===== src/rtl/wave_gen_pkg.sv =====
package wave_gen_pkg;
  localparam int unsigned WAVE_W = 6;

  typedef enum logic [1:0] {
    MODE_PASS  = 2'b00,
    MODE_NOISE = 2'b01,
    MODE_TRI_A = 2'b10,
    MODE_TRI_B = 2'b11
  } wave_mode_e;

  // noise mask and triangle peak share one encoding, saturating at code 5
  function automatic logic [WAVE_W-1:0] amp_span(input logic [3:0] code);
    logic [WAVE_W:0] t;
    if (code >= 4'd5) return {WAVE_W{1'b1}};
    t = (7'd2 << code[2:0]) - 7'd1;
    return t[WAVE_W-1:0];
  endfunction
endpackage


===== src/rtl/wave_lfsr.sv =====
module wave_lfsr #(
  parameter int unsigned    W    = 12,
  parameter logic [W-1:0]   SEED = 12'hACE
) (
  input  logic         clk_i,
  input  logic         rst_ni,
  input  logic         step_i,
  output logic [W-1:0] state_o
);
  logic [W-1:0] q;
  logic         fb;

  assign fb = q[11] ^ q[5] ^ q[3] ^ q[0];

  always_ff @(posedge clk_i or negedge rst_ni) begin
    if (!rst_ni)     q <= SEED;
    else if (step_i) q <= {q[W-2:0], fb};
  end

  assign state_o = q;
endmodule


===== src/rtl/wave_tri.sv =====
module wave_tri #(
  parameter int unsigned W = 6
) (
  input  logic         clk_i,
  input  logic         rst_ni,
  input  logic         clear_i,
  input  logic         step_i,
  input  logic [W-1:0] peak_i,
  output logic [W-1:0] cnt_o
);
  logic [W-1:0] cnt_q, cnt_eff, cnt_d;
  logic         down_q, down_eff, down_d;

  assign cnt_eff  = clear_i ? '0 : cnt_q;
  assign down_eff = clear_i ? 1'b0 : down_q;

  always_comb begin
    cnt_d  = cnt_eff;
    down_d = down_eff;
    if (step_i) begin
      if (!down_eff) begin
        if (cnt_eff >= peak_i) begin
          down_d = 1'b1;
          cnt_d  = cnt_eff - 1'b1;
        end else begin
          cnt_d  = cnt_eff + 1'b1;
        end
      end else begin
        if (cnt_eff == '0) begin
          down_d = 1'b0;
          cnt_d  = {{(W-1){1'b0}}, 1'b1};
        end else begin
          cnt_d  = cnt_eff - 1'b1;
        end
      end
    end
  end

  always_ff @(posedge clk_i or negedge rst_ni) begin
    if (!rst_ni) begin
      cnt_q  <= '0;
      down_q <= 1'b0;
    end else begin
      cnt_q  <= cnt_d;
      down_q <= down_d;
    end
  end

  assign cnt_o = cnt_eff;
endmodule


===== src/rtl/wave_gen.sv =====
module wave_gen
  import wave_gen_pkg::*;
#(
  parameter int unsigned DW        = 12,
  parameter logic [DW-1:0] LFSR_SEED = 12'hACE
) (
  input  logic          clk_i,
  input  logic          rst_ni,
  input  logic          trig_en_i,
  input  logic          trig_i,
  input  logic [1:0]    mode_i,
  input  logic [3:0]    amp_i,
  input  logic [DW-1:0] base_i,
  output logic [DW-1:0] data_o,
  output logic          valid_o
);
  localparam int unsigned PAD = DW - WAVE_W;

  logic [1:0]        mode_q;
  logic              accept, update, mode_chg;
  logic [WAVE_W-1:0] span, tri_cnt, wave;
  logic [DW-1:0]     lfsr;

  assign accept   = trig_en_i & trig_i;
  assign update   = ~trig_en_i | trig_i;
  assign mode_chg = mode_i != mode_q;
  assign span     = amp_span(amp_i);

  wave_lfsr #(.W(DW), .SEED(LFSR_SEED)) u_lfsr (
    .clk_i  (clk_i),
    .rst_ni (rst_ni),
    .step_i (accept && mode_i == MODE_NOISE),
    .state_o(lfsr)
  );

  wave_tri #(.W(WAVE_W)) u_tri (
    .clk_i  (clk_i),
    .rst_ni (rst_ni),
    .clear_i(mode_chg),
    .step_i (accept & mode_i[1]),
    .peak_i (span),
    .cnt_o  (tri_cnt)
  );

  always_comb begin
    wave = '0;
    if (trig_en_i) begin
      if (mode_i == MODE_NOISE) wave = lfsr[WAVE_W-1:0] & span;
      else if (mode_i[1])       wave = tri_cnt;
    end
  end

  always_ff @(posedge clk_i or negedge rst_ni) begin
    if (!rst_ni) begin
      mode_q  <= MODE_PASS;
      data_o  <= '0;
      valid_o <= 1'b0;
    end else begin
      mode_q  <= mode_i;
      valid_o <= update;
      if (update) data_o <= base_i + {{PAD{1'b0}}, wave};
    end
  end
endmodule


===== config.mk =====
export PLATFORM = sky130hd
export DESIGN_NAME = wave_gen
export DESIGN_NICKNAME = d
export VERILOG_FILES = /design/src/rtl/wave_gen_pkg.sv /design/src/rtl/wave_lfsr.sv /design/src/rtl/wave_tri.sv /design/src/rtl/wave_gen.sv
export SDC_FILE = /design/constraint.sdc
export NUM_CORES = 1
export LEC_CHECK = 0
export BUFFER_PORTS_ARGS = -buffer_cell sky130_fd_sc_hd__buf_2
export CAP_MARGIN = 20
export CORE_ASPECT_RATIO = 1.5
export CORE_UTILIZATION = 57
export DETAILED_ROUTE_END_ITERATION = 12
export GPL_TIMING_DRIVEN = 0
export PLACE_DENSITY = 0.8
export SLEW_MARGIN = 25
export SYNTH_ARGS = -nofsm -noshare
export SYNTH_HDL_FRONTEND = slang
export SYNTH_SLANG_ARGS = --single-unit

===== constraint.sdc =====
create_clock -name clk_i -period 3.8 [get_ports clk_i]
set_input_delay 0.76 -clock clk_i [delete_from_list [all_inputs] [get_ports clk_i]]
set_output_delay 0.76 -clock clk_i [all_outputs]
set_load 0.05 [all_outputs]

==> flow_metrics.py <==
metrics = {
    "cells_and_area": {
        "final_cell_mix": "buf_2, nand2_1, dfrtp_1, o21ai_0, a21oi_1",
        "stdcell_area_mm2": 0.00259,
        "nNetsFinal": 320,
        "final_layout_size_suffix_gt1_frac": 0.237,
        "mostFrequentLayoutCell": "buf_2",
        "seq_area_um2": 860,
        "area_growth_syn_to_layout_pct": 15.7,
        "final_core_util": 0.698,
        "instances_no_fill": 326,
        "antenna_cells": 0,
        "nFillCells": 313,
        "multi_input_comb_area_mm2": 0.00130,
    },
    "global_routing": {
        "grt_max_degree": 35,
        "grt_pass1_wl_mm": 7.83,
        "antenna_found_initial": 0,
        "grt_pass1_vias": 1864,
        "grt_use_total": 0.251,
        "grt-ovfl-total": 0,
    },
    "routing": {
        "vias": 1904,
        "dr.first_iter.drc_count": 44,
        "dr.pass1.iters": 4,
        "drc_errors": 0,
        "wl_per_cell_um": 14.5,
        "wl_mm": 4.72,
        "via_per_inst": 5.84,
        "antenna_left": 0,
    },
    "synth": {
        "ys_seq_area_frac": 0.383,
        "syn_avg_cell_area_um2": 9.23,
        "syn_nets": 281,
        "yosys_register_bits": 34,
        "synth-edff-count": 0,
        "syn_area_mm2": 0.00224,
        "syn_inst": 243,
        "ys_types": 43,
        "yosysWarnings": 0,
        "async_flop_share": 1.00,
        "synth_ff_type": "dfrtp_1",
    },
    "clock_network": {
        "cts_buffers": 5,
        "ctsHoldBuffers": 0,
        "clkTransAtPathRegs_ns": 0.08,
        "cts_resized": 0,
        "cts_sinks": 34,
        "h-tree-depth": 2,
        "clock_latency_ns": 0.29,
        "cts_buffer_depth": 2,
        "clock-root-buffer": "clkbuf_8",
        "post_cts_buffers": 0,
        "cts_tree": "built",
    },
    "critical_path": {
        "crit_required_ns": 3.96,
        "worstPathMaxFanout": 8,
        "crit-reg2reg-capture": "data_o[7]$_DFFE_PN0P_",
        "r2r_cells": 14,
        "crit_path_start": "mode_i[0]",
        "worstSetupEndpointType": "flop",
        "startpoint_type": "input pin",
        "reg2reg_slack_ns": 0.56,
        "worstSetupPathType": "in2reg",
        "reg2reg_from": "mode_q[0]$_DFF_PN0_",
        "crit_arrival_ns": 3.64,
    },
    "job": {
        "cap_violations": 0,
    },
    "worst_hold_path": {
        "min_to": "data_o[11]$_DFFE_PN0P_",
        "hp-class": "reg2reg",
        "hold_depth": 2,
        "worstHoldStart": "data_o[11]$_DFFE_PN0P_",
    },
    "place": {
        "dp_slack_ns": 0.0205,
        "dp.cells": 318,
        "port_buffers": 32,
        "placed_cell_area_mm2": 0.00246,
        "place_congestion": 0.806,
        "dp_hpwl_mm": 3.49,
    },
    "floorplan": {
        "initial_core_util": 0.604,
        "dieArea_mm2": 0.00420,
        "rows": 27,
        "core_mm2": 0.00372,
        "ios": 35,
        "die_x_um": 53.2,
        "die_y_um": 78.8,
    },
    "status": {
        "status": "complete, no violations",
    },
    "sta": {
        "hold_violations": 0,
        "fin_worst_skew_ns": 0.00931,
        "hold_slack_ns": 0.481,
        "period_needed_ns": 3.48,
        "setup_viol_count_final": 0,
        "maxSlewHeadroom": 0.499,
        "worst_slack_ns": 0.316,
        "tns_ns": 0,
        "fin_crit_sh": 0.917,
        "rsz0062_at_grt": "no",
        "worstMarginPinSlew_ns": 0.751,
        "drv_slew": 0,
        "fmax_mhz": 287,
    },
    "power": {
        "p_per_area_mw_per_mm2": 368,
        "ir_drop_uv": 264,
        "totalPowerFinal_mw": 0.956,
        "p_leak_nw": 1.24,
    },
}
## report_power, final
| part | total [mW] | internal, mW | switching (mW) | leakage (nW) |
|---|---|---|---|---|
| combinational | 0.153 | 0.0479 | 0.105 | 0.760 |
| sequential | 0.394 | 0.382 | 0.0118 | 0.414 |
| clock | 0.408 | 0.263 | 0.145 | 0.0683 |
| total | 0.956 | 0.693 | 0.262 | 1.24 |
## synthesized netlist by cell type (all sizes together), types with 2 or more instances
library cell	n	area share
a2bb2oi	3	0.012
clkbuf	7	0.012
ha	15	0.084
nand2	29	0.049
nand3b	2	0.0067
o21bai	2	0.0067
a21oi	17	0.038
inv	9	0.015
dfrtp	27	0.30
or3	3	0.0084
nand3	9	0.020
nor2	12	0.020
and3	7	0.022
nor2b	8	0.022
a21o	4	0.013
xnor2	6	0.023
xor2	10	0.039
o21ai	19	0.042
o211ai	2	0.011
mux2	13	0.065
dfstp	7	0.082
a31oi	3	0.0084
nor3	9	0.020
buf	3	0.012
## sequential cells by signal (all words and copies together), names as in the netlist
name and count:
u_lfsr.state_o 12, u_tri.cnt_q 6, valid_o 1, data_o 12, mode_q 2, u_tri.down_q 1
## layout make-up
cell class              count  share of cell area
clock inverters             3              0.0265
flip-flops and latches     34               0.331
clock buffers               5              0.0265
plain buffers              10              0.0203
multi-input cells         190               0.500
inverters                   9              0.0130
repair buffers             32              0.0617
well taps                  43              0.0207
## routing by layer
metal	share of wire	global-route usage	wire length, um	up-vias
met2	0.55	0.451	2580	41
li1	-	-	-	933
met4	0.011	0.0842	53	0
met3	0.034	0.0402	162	5
met1	0.41	0.288	1920	925
met5	0	0	0	-
## logic make-up (layout without fill, tap and decap cells)
logic type               after synthesis  count (layout)  share of synthesized area
AO/OA/AOI/OAI                         55              55                      0.151
XOR/XNOR                              16              16                     0.0625
adder cells (fa/ha/maj)               16              16                     0.0926
buffers and inverters                 19              59                     0.0385
flip-flops                            34              34                      0.383
multiplexers                          14              14                     0.0697
AND/OR/NAND/NOR                       89              89                      0.203
## worst max path at each step
stage,end,slack [ns],depth (start not counted)
floorplan,u_tri.cnt_q[5]$_DFF_PN0_,0.53,13
global placement,data_o[7]$_DFFE_PN0P_,0.13,15
detailed placement,data_o[7]$_DFFE_PN0P_,0.02,15
CTS,data_o[7]$_DFFE_PN0P_,0.31,15
global route,data_o[9]$_DFFE_PN0P_,0.07,15
finish,data_o[7]$_DFFE_PN0P_,0.32,15
## critical path, stage by stage
cell and delay [ns]:
buf_2 0.13, xnor2_1 0.28, and2_1 0.18, clkbuf_1 0.32
nand2_1 0.20, inv_1 0.14, a2bb2oi_1 0.07, nor2b_1 0.23
ha_1 0.28, a21o_1 0.18, a21oi_1 0.26, o21ai_0 0.20
nand3_1 0.14, xor2_1 0.16, o21ai_0 0.09
Power figures use the tool's default switching activity.
